`src/rtl/spi_regblk_pkg.sv`:
```
package spi_regblk_pkg;
  localparam int REG_W = 16;
  localparam int NREG  = 7;
  localparam int IDX_W = $clog2(NREG);

  localparam int IDX_CTL  = 0;
  localparam int IDX_FLG  = 1;
  localparam int IDX_STAT = 2;
  localparam int IDX_TX   = 3;
  localparam int IDX_RX   = 4;
  localparam int IDX_BAUD = 5;
  localparam int IDX_SHDW = 6;

  localparam int EN_BIT   = 14;
  localparam int SPIF_BIT = 0;
  localparam int TXS_BIT  = 3;
  localparam int RXS_BIT  = 5;

  localparam logic [1:0] MODE_RX   = 2'b00;
  localparam logic [1:0] MODE_TX   = 2'b01;
  localparam logic [1:0] SIZE_HALF = 2'b01;

  localparam logic [1:0] ERR_NONE = 2'b00;
  localparam logic [1:0] ERR_SIZE = 2'b01;
  localparam logic [1:0] ERR_ADDR = 2'b10;

  localparam logic [REG_W-1:0] PROT_MASK =
    REG_W'((1 << SPIF_BIT) | (1 << TXS_BIT) | (1 << RXS_BIT));

  function automatic logic [REG_W-1:0] reset_value(input int idx);
    case (idx)
      IDX_CTL:  reset_value = 16'h0400;
      IDX_FLG:  reset_value = 16'hFF00;
      IDX_STAT: reset_value = 16'h0001;
      default:  reset_value = '0;
    endcase
  endfunction
endpackage

```
`src/rtl/spi_regblk_decode.sv`:
```
module spi_regblk_decode
  import spi_regblk_pkg::*;
#(
  parameter int ADDR_W = 5
) (
  input  logic              en,
  input  logic [ADDR_W-1:0] addr,
  input  logic [1:0]        size,
  output logic              hit,
  output logic [IDX_W-1:0]  idx,
  output logic [1:0]        err
);
  localparam int SLOT_W = ADDR_W - 2;

  logic [SLOT_W-1:0] slot;
  logic              aligned;
  logic              mapped;
  logic              size_ok;

  assign slot    = addr[ADDR_W-1:2];
  assign aligned = (addr[1:0] == 2'b00);
  assign mapped  = aligned && (slot < SLOT_W'(NREG));
  assign size_ok = (size == SIZE_HALF);
  assign idx     = slot[IDX_W-1:0];

  always_comb begin
    err = ERR_NONE;
    if (en) begin
      if (!size_ok)     err = ERR_SIZE;
      else if (!mapped) err = ERR_ADDR;
    end
  end

  assign hit = en && size_ok && mapped;

  always_comb begin
    if (hit) assert (err == ERR_NONE) else $error("AST_HIT_NO_ERR");
  end
endmodule

```
`src/rtl/spi_regblk_status.sv`:
```
module spi_regblk_status
  import spi_regblk_pkg::*;
(
  input  logic             clk,
  input  logic             rst,
  input  logic             stat_wr,
  input  logic [REG_W-1:0] wdata,
  input  logic             tx_push,
  input  logic             rx_pop,
  input  logic [REG_W-1:0] ctl,
  output logic [REG_W-1:0] stat
);
  logic             enabled;
  logic             tx_fire;
  logic             rx_fire;
  logic [REG_W-1:0] stat_nxt;

  assign enabled = ctl[EN_BIT];
  assign tx_fire = tx_push && enabled && (ctl[1:0] == MODE_TX);
  assign rx_fire = rx_pop  && enabled && (ctl[1:0] == MODE_RX);

  always_comb begin
    stat_nxt = stat;
    if (stat_wr) stat_nxt = stat_nxt & ~(wdata & ~PROT_MASK);
    if (tx_fire) begin
      stat_nxt[RXS_BIT] = 1'b1;
      stat_nxt[TXS_BIT] = 1'b0;
    end
    if (rx_fire) begin
      stat_nxt[RXS_BIT] = 1'b0;
      stat_nxt[TXS_BIT] = 1'b0;
    end
  end

  always_ff @(posedge clk) begin
    if (rst) stat <= reset_value(IDX_STAT);
    else     stat <= stat_nxt;
  end

  AST_PROT_HOLD: assert property (@(posedge clk) disable iff (rst)
    stat_wr && !tx_push && !rx_pop |=> $stable(stat & PROT_MASK)) else $error("AST_PROT_HOLD");
  AST_TX_MARK: assert property (@(posedge clk) disable iff (rst)
    tx_push && ctl[EN_BIT] && ctl[1:0] == MODE_TX |=> stat[RXS_BIT] && !stat[TXS_BIT]) else $error("AST_TX_MARK");
  AST_RX_EMPTY: assert property (@(posedge clk) disable iff (rst)
    rx_pop && ctl[EN_BIT] && ctl[1:0] == MODE_RX |=> !stat[RXS_BIT] && !stat[TXS_BIT]) else $error("AST_RX_EMPTY");
  AST_FLAGS_IDLE: assert property (@(posedge clk) disable iff (rst)
    !stat_wr && !tx_push && !rx_pop |=> $stable(stat)) else $error("AST_FLAGS_IDLE");
endmodule

```
`src/rtl/spi_regblk_file.sv`:
```
module spi_regblk_file
  import spi_regblk_pkg::*;
(
  input  logic                       clk,
  input  logic                       rst,
  input  logic                       wr_hit,
  input  logic [IDX_W-1:0]           wr_idx,
  input  logic [REG_W-1:0]           wr_data,
  input  logic [REG_W-1:0]           stat_in,
  output logic [NREG-1:0][REG_W-1:0] view
);
  for (genvar i = 0; i < NREG; i++) begin : g_reg
    if (i == IDX_STAT) begin : g_stat
      assign view[i] = stat_in;
    end else begin : g_plain
      always_ff @(posedge clk) begin
        if (rst)                                  view[i] <= reset_value(i);
        else if (wr_hit && wr_idx == IDX_W'(i))   view[i] <= wr_data;
      end
    end
  end
endmodule

```
`src/rtl/spi_regblk.sv`:
```
module spi_regblk
  import spi_regblk_pkg::*;
#(
  parameter int ADDR_W = 5
) (
  input  logic              clk,
  input  logic              rst,
  input  logic              wr_en,
  input  logic [ADDR_W-1:0] wr_addr,
  input  logic [1:0]        wr_size,
  input  logic [15:0]       wr_data,
  output logic [1:0]        wr_err,
  input  logic              rd_en,
  input  logic [ADDR_W-1:0] rd_addr,
  input  logic [1:0]        rd_size,
  output logic [15:0]       rd_data,
  output logic [1:0]        rd_err,
  output logic [15:0]       status_o
);
  logic                       wr_hit, rd_hit;
  logic [IDX_W-1:0]           wr_idx, rd_idx;
  logic [REG_W-1:0]           stat;
  logic [NREG-1:0][REG_W-1:0] view;

  spi_regblk_decode #(.ADDR_W(ADDR_W)) u_wdec (
    .en(wr_en), .addr(wr_addr), .size(wr_size),
    .hit(wr_hit), .idx(wr_idx), .err(wr_err)
  );

  spi_regblk_decode #(.ADDR_W(ADDR_W)) u_rdec (
    .en(rd_en), .addr(rd_addr), .size(rd_size),
    .hit(rd_hit), .idx(rd_idx), .err(rd_err)
  );

  spi_regblk_status u_stat (
    .clk(clk), .rst(rst),
    .stat_wr(wr_hit && wr_idx == IDX_W'(IDX_STAT)),
    .wdata(wr_data),
    .tx_push(wr_hit && wr_idx == IDX_W'(IDX_TX)),
    .rx_pop(rd_hit && rd_idx == IDX_W'(IDX_RX)),
    .ctl(view[IDX_CTL]),
    .stat(stat)
  );

  spi_regblk_file u_file (
    .clk(clk), .rst(rst),
    .wr_hit(wr_hit), .wr_idx(wr_idx), .wr_data(wr_data),
    .stat_in(stat), .view(view)
  );

  always_comb begin
    rd_data = '0;
    for (int i = 0; i < NREG; i++) begin
      if (rd_hit && rd_idx == IDX_W'(i)) rd_data = view[i];
    end
  end

  assign status_o = stat;

  AST_RD_ZERO: assert property (@(posedge clk) disable iff (rst)
    rd_err != ERR_NONE |-> rd_data == '0) else $error("AST_RD_ZERO");
  AST_SIZE_FIRST: assert property (@(posedge clk) disable iff (rst)
    rd_en && rd_size != SIZE_HALF |-> rd_err == ERR_SIZE) else $error("AST_SIZE_FIRST");
  AST_BAD_WR_HOLD: assert property (@(posedge clk) disable iff (rst)
    wr_en && wr_err != ERR_NONE && !rd_en |=> $stable(view)) else $error("AST_BAD_WR_HOLD");
  AST_STAT_PORT: assert property (@(posedge clk) disable iff (rst)
    1'b1 |-> status_o == view[IDX_STAT]) else $error("AST_STAT_PORT");
endmodule

```
`config.mk`:
```
export PLATFORM = sky130hd
export DESIGN_NAME = spi_regblk
export DESIGN_NICKNAME = d
export VERILOG_FILES = /design/src/rtl/spi_regblk_pkg.sv /design/src/rtl/spi_regblk_decode.sv /design/src/rtl/spi_regblk_status.sv /design/src/rtl/spi_regblk_file.sv /design/src/rtl/spi_regblk.sv
export SDC_FILE = /design/constraint.sdc
export NUM_CORES = 1
export LEC_CHECK = 0
export BUFFER_PORTS_ARGS = -buffer_cell sky130_fd_sc_hd__buf_4
export CAP_MARGIN = 20
export CORE_MARGIN = 4
export CORE_UTILIZATION = 45
export CTS_BUF_LIST = sky130_fd_sc_hd__clkbuf_16
export CTS_CLUSTER_SIZE = 40
export DETAILED_ROUTE_END_ITERATION = 6
export GPL_ROUTABILITY_DRIVEN = 0
export SKIP_LAST_GASP = 1
export SYNTH_ARGS = -nofsm -noshare
export SYNTH_HDL_FRONTEND = slang
export SYNTH_SLANG_ARGS = --single-unit
export TNS_END_PERCENT = 20
```
`constraint.sdc`:
```
create_clock -name clk -period 6.15 [get_ports clk]
set_input_delay 1.845 -clock clk [delete_from_list [all_inputs] [get_ports clk]]
set_output_delay 1.845 -clock clk [all_outputs]
set_load 0.005 [all_outputs]
```
Yosys cells after proc, flatten, opt, wreduce, memory -nomap -nowiden:

Index checks and enable logic that the tools add are counted.
W data, S select, Z words.

* register bits: 112
* input bits: 34
* output and inout bits: 36
* logic and storage cells: 75

* order comparisons: 2
* eq/ne operators: 15
* muxes and demuxes: 15
* bitwise logic cells: 2
* reductions and logical operators: 32

Operators with widths (number)
* $mux W16: 7
* $logic_and A1 B1 Y1: 24
* $eq A3 B3 Y1 const B: 6
* $and A16 B16 Y16: 1
* $not A16 Y16: 1
* $eq A3 B2 Y1 const B: 4
* $mux W2: 6
* $eq A2 B1 Y1 const B: 3
* $eq A3 B1 Y1 const B: 2
* $logic_not A2 Y1: 3
* $logic_not A3 Y1: 2
* $lt A3 B3 Y1 const B: 2
* $mux W6: 1
* $reduce_or A3 Y1: 1
* $reduce_bool A2 Y1: 1
* $reduce_or A2 Y1: 1
* $mux W1: 1

Depth between registers and ports, before layout:

Gate-level depths: netlist of run 1.

* word-level depth: 11
* mapped depth: 7

By module:

Synthesis of run 1 repeated with hierarchy kept, for this count alone.

* cells, all modules: 619
* area total of the unflattened synthesis: 5813.1 sq um

Modules (own cells, without submodules)
* spi_regblk_file: instances 1, cells an instance 365, area an instance 3956.3 sq um, sequential area each 1921.8 sq um
* spi_regblk: instances 1, cells an instance 187, area an instance 1232.4 sq um, sequential area each 0.0 sq um
* spi_regblk_status: instances 1, cells an instance 51, area an instance 501.7 sq um, sequential area each 280.3 sq um
* spi_regblk_decode: instances 2, cells an instance 8, area an instance 61.3 sq um, sequential area each 0.0 sq um

Least setup slack after synthesis of run 1:

OpenSTA, ideal clock, no wires.

* path kind: input-to-output
* start point: input port rd_addr[2]
* end point: output port rd_data[7]
* arrival time: 2.877 ns
* required time: 4.305 ns
* path slack: 1.428 ns
* cell stages on the path: 6
* path buffers: 2
* cell sequence: clkbuf_1 clkbuf_1 nand3b_1 a21oi_1 o22ai_1 a21oi_1

* word-level cells in the longest chain between the ends: 11
* elaborated cells between the ends (all ways): 24

Ends and longest elaborated chain
* start: declaration: RTL line spi_regblk.sv:14 `input logic [ADDR_W-1:0] rd_addr,`
* $lt A3 B3 Y1: RTL line spi_regblk_decode.sv:22 `assign mapped = aligned && (slot < SLOT_W'(NREG));`
* $logic_and A1 B1 Y1: RTL line spi_regblk_decode.sv:22
* $logic_and A1 B1 Y1: RTL line spi_regblk_decode.sv:34 `assign hit = en && size_ok && mapped;`
* $logic_and A1 B1 Y1: RTL line spi_regblk.sv:54 `if (rd_hit && rd_idx == IDX_W'(i)) rd_data = view[i];`
* $mux W16 (6 in series): RTL line spi_regblk.sv:54
* $mux W16 (*): RTL line spi_regblk.sv:54
* end: declaration: RTL line spi_regblk.sv:16 `output logic [15:0] rd_data,`

Mark *: on every way between the ends. The rest lies on a longest branch, timed or not.

Worst setup path in the final report of run 1:

* start point: input port rd_addr[2]
* end point: output port rd_data[8]

Same word-level chain as after synthesis.

==> results of run 1 <==
cell families (layout without fill, tap and decap cells):
| logic type | count (synthesis) | in the layout |
|---|---|---|
| other | 2 | 2 |
| muxes | 55 | 55 |
| DFF | 110 | 110 |
| buffers and inverters | 74 | 102 |
| and+or+nand+nor | 239 | 239 |
| AOI/OAI and AO/OA | 141 | 141 |
power breakdown:
group	switching, mW	total [mW]	internal, mW
clock network	0.271	0.672	0.401
logic	0.0659	0.105	0.0393
registers	0.000736	0.714	0.713
total	0.338	1.49	1.15
worst max path at each step:
stage                          start          end  slack, ps  depth (start not counted)
after detailed placement  rd_addr[2]   rd_data[8]        770                          7
after global placement    rd_addr[2]   rd_data[8]        800                          7
final                     rd_addr[2]   rd_data[8]        770                          7
after CTS                 rd_addr[2]   rd_data[8]        770                          7
after global routing      rd_addr[2]  rd_data[15]        630                          7
after floorplan           rd_addr[2]   rd_data[7]       1430                          6
cell usage after synthesis, types with 3 or more instances:
cell       instances  area, µm²
a211oi_1           5       37.5
a21boi_0           3       22.5
a21oi_1           85        425
a221oi_1           6       52.6
a22o_1             5       43.8
a22oi_1            4       30.0
and2_1             6       37.5
and4_1             3       26.3
buf_2             11       55.1
buf_4             16        120
clkbuf_1          29        109
dfxtp_1          110       2200
inv_1             12       45.0
mux2i_1           50        500
mux4_2             4       90.1
nand2_1          110        413
nand2b_1          16        100
nand3_1            3       15.0
nand3b_1           8       60.1
nand4_1            6       37.5
nor2_1            59        221
nor2b_1            5       31.3
nor3_1            11       55.1
nor4_4             3       63.8
o21a_1             4       30.0
o21ai_0            3       15.0
o221ai_1           5       43.8
o22ai_1            9       56.3
o2bb2ai_1          8       70.1
cell type report:
type                    count  area share [%]
repair buffers             74            9.65
clock buffers               9            3.78
multi-input cells         437            43.9
well taps                 140            2.94
inverters                  13           0.818
flip-flops and latches    110            36.9
clock inverters             6            1.95
metrics by stage:
stage                     utilization, %  total power, mW  instance area [µm²]  worst slack, ps
after floorplan                        -            0.789                 5180             1430
after global placement              50.7            0.832                 5590              804
after detailed placement            50.7            0.833                 5590              769
after CTS                           53.8             1.50                 5930              774
after global routing                54.0             1.54                 5960              630
final                               54.0             1.49                 5960              772
per-layer routing:
| layer | vias up | GRT usage (%) |
|---|---|---|
| met5 | - | 0 |
| li1 | 2185 | - |
| met3 | 9 | 4.00 |
| met1 | 2085 | 28.2 |
| met4 | 0 | 5.56 |
| met2 | 104 | 37.0 |
flip-flops by register name, summed over array words and instances (netlist names):
name	flops
u_file.view	96
u_stat.stat	14
worst min-delay path, delay by kind of cell (launching register included):
family             cells  cell delay [ps]
and+or+nand+nor        1               50
DFF                    1              310
AOI/OAI and AO/OA      1               50
==> impl_metrics.toml, run 1 <==
[outcome]
status = "finished clean"

[drt]
via_per_inst = 5.56
wl_per_cell_um = 17.8
initialDrtViolationCount = 402
wl_met2_um = 6990
drtPass1Iterations = 4
drc_errors = 0
ant_nets = 0
wl_met1_um = 6170
routed-via-count = 4383
highest_layer = "met4"
dr_wl_met3_um = 702
wirelength_um = 14000

[clock_network]
numCtsBuffers = 9
cts_root_buf = "clkbuf_16"
cts-resized-gates = 0
cts_sinks = 110
postCtsSetupBuffers = 0
cts.clk_slew.worst_paths_ps = 70
h-tree-depth = 3
clock_latency_ps = 350
clock_path_buffers = 2
cts_tree = "yes"
postCtsHoldBufs = 0

[power_and_ir_drop]
pwr_density_cell_mw_per_mm2 = 250
max-vdd-ir-drop_mv = 0.205
power_leakage_nw = 2.26

[critical_path]
crit_type = "in2out"
crit_top_cell = "buf_4"
r2r_cells = 3
crit_path_cell_trace = "buf_4 -> buf_4 -> nor3_1 -> a221oi_1 -> o221ai_1 -> a221oi_1 -> buf_4"
crit_buf_inv = 3
cp_top_family = "buffers and inverters"
start_kind = "input pin"
ff2ff_setup_slack_ps = 5260
cp_max_fo = 38
r2r_end = "u_stat.stat[5]"
critPathArrivalTime_ps = 3530
crit_path_end_kind = "output port"
critPathSlowestCell = "buf_4"
reg2reg_from = "u_file.view[14]"
cpPeakStageDelay_ps = 380
required_ps = 4300

[run]
drv_cap = 0

[sta]
max_freq_mhz = 186
fin_crit_ps = 5380
finClkSkew_ps = 3.61
slew_headroom_pct = 28.6
worst_pin_slew_ps = 1060
whs_ps = 453
setup_tns_ps = 0
finalCritPeriodShare_pct = 87.5
final_max_slew_viol_count = 0
setup_viol = 0
rsz0062_at_grt = "false"
hold_violations = 0

[synth]
synth_seq_area_share_pct = 42.5
synthXorXnorAreaFrac_pct = 0
async_flop_share_pct = 0
synth-main-ff-cell = "dfxtp_1"
synthesis.area_mm2 = 0.00518
ys_types = 46
synth.avg_cell_area_um2 = 8.35
synthAdderAreaFrac_pct = 0
yosys.area_share.simple_pct = 22.1
synth_compound_area_share_pct = 16.6
synth_edf_count = 0
ys_warn_count = 0
synth_top_family_by_area = "simple AND/OR/NAND/NOR gates"
synthCells = 621
syn_nets = 655
ys_seq_elements = 110
muxShareOfSynthArea_pct = 11.6

[floorplan]
fp.dieArea_mm2 = 0.0133
die_h_um = 115
die_width_um = 115
io_pins = 70
row_count = 38
core-area_mm2 = 0.0110
start_util_pct = 47.0

[finish]
diodes = 0
drive_above_1_share_pct = 15.7
final_cell_mix = "nand2_1 (110), dfxtp_1 (110), a21oi_1 (85)"
fin_nets = 679
seq_area_mm2 = 0.00220
fin_cells = 789
area_delta_synth_final_pct = 15.0
fillCellCount = 1046
multi_input_area_mm2 = 0.00262

[min_path]
hold_path.class = "reg2reg"
holdCritStartpoint = "u_file.view[70]"
hold_depth = 2
whs_endpoint = "u_file.view[70]"

[global_routing]
grt_pass1_wl_um = 22300
grt.total_usage_pct = 21.7
antenna_found_initial = 0
grt_pass1_vias = 4196
grt_max_degree = 117
overflow = 0

[place]
placed_cells = 773
port_buffers = 67
place.detailed.hpwl_um = 8710
No activity file was read; power rests on OpenSTA's default activity.
==> run 2, diff against run 1 <==
--- a/config.mk
+++ b/config.mk
@@ -7,8 +7,8 @@
 export LEC_CHECK = 0
 export BUFFER_PORTS_ARGS = -buffer_cell sky130_fd_sc_hd__buf_4
 export CAP_MARGIN = 20
-export CORE_MARGIN = 4
-export CORE_UTILIZATION = 45
+export CORE_MARGIN = 10
+export CORE_UTILIZATION = 40
 export CTS_BUF_LIST = sky130_fd_sc_hd__clkbuf_16
 export CTS_CLUSTER_SIZE = 40
 export DETAILED_ROUTE_END_ITERATION = 6
==> impl_metrics.toml, run 2 (synthesis results as in run 1) <==
[finish]
fin_cells = 822
largest_reg_flops = 96
diodes = 0
top_regs = "u_file.view x96, u_stat.stat x14"
final_cell_mix = "nand2_1 (110), dfxtp_1 (110), a21oi_1 (85)"
largest-register = "u_file.view"
drive_above_1_share_pct = 15.4
fin_nets = 680
area_delta_synth_final_pct = 15.3
final_area_mm2 = 0.00597

[sta]
hold_violations = 0
final_max_slew_viol_count = 0
fin_crit_ps = 5350
max_freq_mhz = 187
rsz0062_at_grt = "false"
setup_tns_ps = 0
worst_slack_ps = 798
finalCritPeriodShare_pct = 87.0
worst_pin_slew_ps = 1090
setup_viol = 0
finClkSkew_ps = 0.888
slew_headroom_pct = 26.8

[place]
port_buffers = 67
place.detailed.hpwl_um = 9470
placed_cells = 807
dpl-instance-area_mm2 = 0.00565
place_ws_ps = 791

[power_and_ir_drop]
comb_power_share_pct = 7.1
switching_share_pct = 22.1
netSwitchingPower_uw = 323
power.internal_mw = 1.14
power_leakage_nw = 2.25
p_total_mw = 1.47
max-vdd-ir-drop_mv = 0.122
pwr_density_cell_mw_per_mm2 = 245
seq_power_share_pct = 48.7
clkPwrFrac_pct = 44.2

[critical_path]
crit_path_end_kind = "output port"
critPathSlowestCell = "nor2b_1"
required_ps = 4300
crit_buf_inv = 3
start_kind = "input pin"
crit_path_cell_trace = "buf_4 -> nor2b_1 -> buf_4 -> o2bb2ai_1 -> a211oi_1 -> a211oi_1 -> buf_4"
crit_type = "in2out"
cp_top_family = "buffers and inverters"
reg2reg_from = "u_file.view[14]"
r2r_end = "u_stat.stat[5]"
cp_max_fo = 41
critPathArrivalTime_ps = 3510
crit_top_cell = "buf_4"
r2r_cells = 3
cpPeakStageDelay_ps = 450
ff2ff_setup_slack_ps = 5200

[outcome]
status = "finished clean"

[floorplan]
die_width_um = 134
die_h_um = 134
start_util_pct = 40.9
row_count = 41
fp.dieArea_mm2 = 0.0179
core-area_mm2 = 0.0127
io_pins = 70

[global_routing]
overflow = 0
grt_pass1_vias = 4240
grt_max_degree = 66
grt_pass1_wl_um = 23400
antenna_found_initial = 0
grt.total_usage_pct = 16.2

[clock_network]
postCtsHoldBufs = 0
clock_path_buffers = 2
cts_sinks = 110
cts_root_buf = "clkbuf_16"
numCtsBuffers = 9
clock_latency_ps = 350
cts_tree = "yes"
cts.clk_slew.worst_paths_ps = 70
postCtsSetupBuffers = 0
h-tree-depth = 3
cts-resized-gates = 0

[drt]
wirelength_um = 14900
routed-via-count = 4471
drtPass1Iterations = 5
drc_errors = 0
via_per_inst = 5.44
wl_per_cell_um = 18.1
ant_nets = 0
initialDrtViolationCount = 395

[run]
drv_cap = 0

[min_path]
holdCritStartpoint = "u_file.view[89]"
whs_endpoint = "u_file.view[89]"
hold_depth = 2
hold_path.class = "reg2reg"
run 2: layout make-up:
cell class / instances / area (µm²)
inverters: 13 / 48.8
fillers: 1241 / 6700
flip-flops and latches: 110 / 2200
multi-input cells: 437 / 2620
clock buffers: 9 / 225
repair buffers: 75 / 563
well taps: 172 / 215
clock inverters: 6 / 101
run 2: worst min-delay path: stages, from the launching register on:
cell and delay, ps:
dfxtp_1 310, nand2_1 50, a21oi_1 50
run 2: per-stage QoR:
stage,hold WS [ps],utilization (%)
after CTS,456,47.2
final,455,47.2
after global placement,438,44.6
after floorplan,432,-
after detailed placement,446,44.6
after global routing,475,47.2
run 2: worst max-delay path by stage:
| stage | start | to | depth (start not counted) |
|---|---|---|---|
| CTS | rd_addr[2] | rd_data[2] | 7 |
| detailed placement | rd_addr[2] | rd_data[2] | 7 |
| floorplan | rd_addr[2] | rd_data[7] | 6 |
| finish | rd_addr[2] | rd_data[2] | 7 |
| global route | rd_addr[2] | rd_data[2] | 7 |
| global placement | rd_addr[2] | rd_data[1] | 7 |
run 2: per-layer routing:
layer	wire [µm]	GRT usage (%)	part of all wire (%)
met1	6530	20.4	44
met2	7230	27.4	49
met3	821	2.50	5.5
met4	314	5.99	2.1
met5	0	0	0
run 2: power groups by stage:
stage | registers (mW) | clock network, mW | logic, mW
floorplan | 0.730 | 0 | 0.0589
global placement | 0.730 | 0 | 0.102
detailed placement | 0.730 | 0 | 0.104
CTS | 0.714 | 0.655 | 0.104
global route | 0.714 | 0.683 | 0.113
finish | 0.714 | 0.649 | 0.104
==> run 3, diff against run 2 <==
==> constraint.sdc (replaced) <==
create_clock -name clk -period 5.5 [get_ports clk]
set_input_delay 1.65 -clock clk [delete_from_list [all_inputs] [get_ports clk]]
set_output_delay 1.65 -clock clk [all_outputs]
set_load 0.005 [all_outputs]
==> impl_metrics.toml, run 3 (synthesis results as in run 1) <==
[drt]
wirelength_um = 14800
initialDrtViolationCount = 314
routed-via-count = 4388
drtPass1Iterations = 5
via_per_inst = 5.33
drc_errors = 0
wl_per_cell_um = 18.0
ant_nets = 0

[floorplan]
io_pins = 70
core-area_mm2 = 0.0127
start_util_pct = 40.9
die_width_um = 134
die_h_um = 134
fp.dieArea_mm2 = 0.0179
row_count = 41

[sta]
finalCritPeriodShare_pct = 88.2
hold_violations = 0
rsz0062_at_grt = "false"
setup_viol = 0
setup_tns_ps = 0
final_max_slew_viol_count = 0
worst_slack_ps = 647
max_freq_mhz = 206
finClkSkew_ps = 2.20
worst_pin_slew_ps = 1030
slew_headroom_pct = 30.8
fin_crit_ps = 4850

[clock_network]
clock_path_buffers = 2
cts_sinks = 110
cts_root_buf = "clkbuf_16"
cts-resized-gates = 0
clock_latency_ps = 350
postCtsSetupBuffers = 0
h-tree-depth = 3
numCtsBuffers = 9
cts_tree = "yes"
postCtsHoldBufs = 0
cts.clk_slew.worst_paths_ps = 70

[min_path]
holdCritStartpoint = "u_file.view[70]"
whs_endpoint = "u_file.view[70]"
hold_path.class = "reg2reg"
hold_depth = 2

[finish]
fin_nets = 681
drive_above_1_share_pct = 15.5
final_cell_mix = "nand2_1 (110), dfxtp_1 (110), a21oi_1 (85)"
largest_reg_flops = 96
largest-register = "u_file.view"
area_delta_synth_final_pct = 14.7
diodes = 0
top_regs = "u_file.view x96, u_stat.stat x14"

[critical_path]
crit_type = "in2out"
reg2reg_from = "u_file.view[14]"
ff2ff_setup_slack_ps = 4530
critPathArrivalTime_ps = 3200
cp_max_fo = 37
crit_path_end_kind = "output port"
required_ps = 3850
r2r_end = "u_stat.stat[5]"
start_kind = "input pin"
critical_path.startpoint = "rd_addr[2]"
r2r_cells = 3

[global_routing]
grt_pass1_vias = 4348
grt_max_degree = 101
grt_pass1_wl_um = 23600
overflow = 0
antenna_found_initial = 0
grt.total_usage_pct = 16.5

[outcome]
status = "finished clean"

[run]
drv_cap = 0

[power_and_ir_drop]
netSwitchingPower_uw = 359
power_leakage_nw = 2.25
power.internal_mw = 1.19
pwr_density_cell_mw_per_mm2 = 260
clkPwrFrac_pct = 40.8
comb_power_share_pct = 7.5
switching_share_pct = 23.2
seq_power_share_pct = 51.6
max-vdd-ir-drop_mv = 0.163

[place]
place_ws_ps = 686
place.detailed.hpwl_um = 9690
port_buffers = 67
run 3: cell types whose count changed in the layout (fill, tap and decap cells not counted):
cell | previous run | this run
buf_6 | 0 | 1
inv_1 | 12 | 15
clkinv_1 | 3 | 1
clkinv_2 | 0 | 1
bufinv_16 | 3 | 1
clkinv_4 | 0 | 1
run 3: worst max-delay path by stage:
stage	to	slack, ps
CTS	rd_data[12]	680
finish	rd_data[12]	650
global route	rd_data[12]	520
detailed placement	rd_data[14]	690
floorplan	rd_data[7]	1170
global placement	rd_data[14]	700
run 3: stage by stage:
stage / power [mW] / hold slack (ps) / utilization (%) / cells / cell area, µm²
2_1_floorplan: 0.882 / 432 / - / 621 / 5180
3_3_place_gp: 0.931 / 438 / 44.6 / 807 / 5650
3_5_place_dp: 0.933 / 443 / 44.7 / 808 / 5660
4_1_cts: 1.56 / 452 / 46.9 / 824 / 5940
5_1_grt: 1.60 / 470 / 46.9 / 824 / 5940
6_report: 1.55 / 451 / 46.9 / 824 / 5940
run 3: area by class of cell:
class	count	area, µm²
Clock inverter	7	58.8
Tap cell	172	215
Clock buffer	9	225
Multi-Input combinational cell	437	2620
Sequential cell	110	2200
Timing Repair Buffer	76	574
Fill cell	1241	6730
Inverter	13	48.8
run 3: worst max-delay path, cell delays in order:
cell       delay (ps)
buf_4             370
nor2b_1           280
buf_4             200
o2bb2ai_1         120
o221ai_1          120
a21oi_1           280
buf_4             170
run 3: power groups by stage:
stage,Clock (mW),Sequential [mW],Combinational [mW]
after floorplan,0,0.817,0.0659
after global placement,0,0.817,0.114
after detailed placement,0,0.817,0.116
after CTS,0.641,0.798,0.116
after global routing,0.674,0.798,0.126
final,0.631,0.798,0.116
run 3: per-layer routing:
layer  up-vias  GRT usage [%]  share of wire, %
met5         -              0                 0
met4         0           5.74               1.3
met3        14           2.91               4.8
met2       118           27.8                49
met1      2074           20.6                45
li1       2182              -                 -
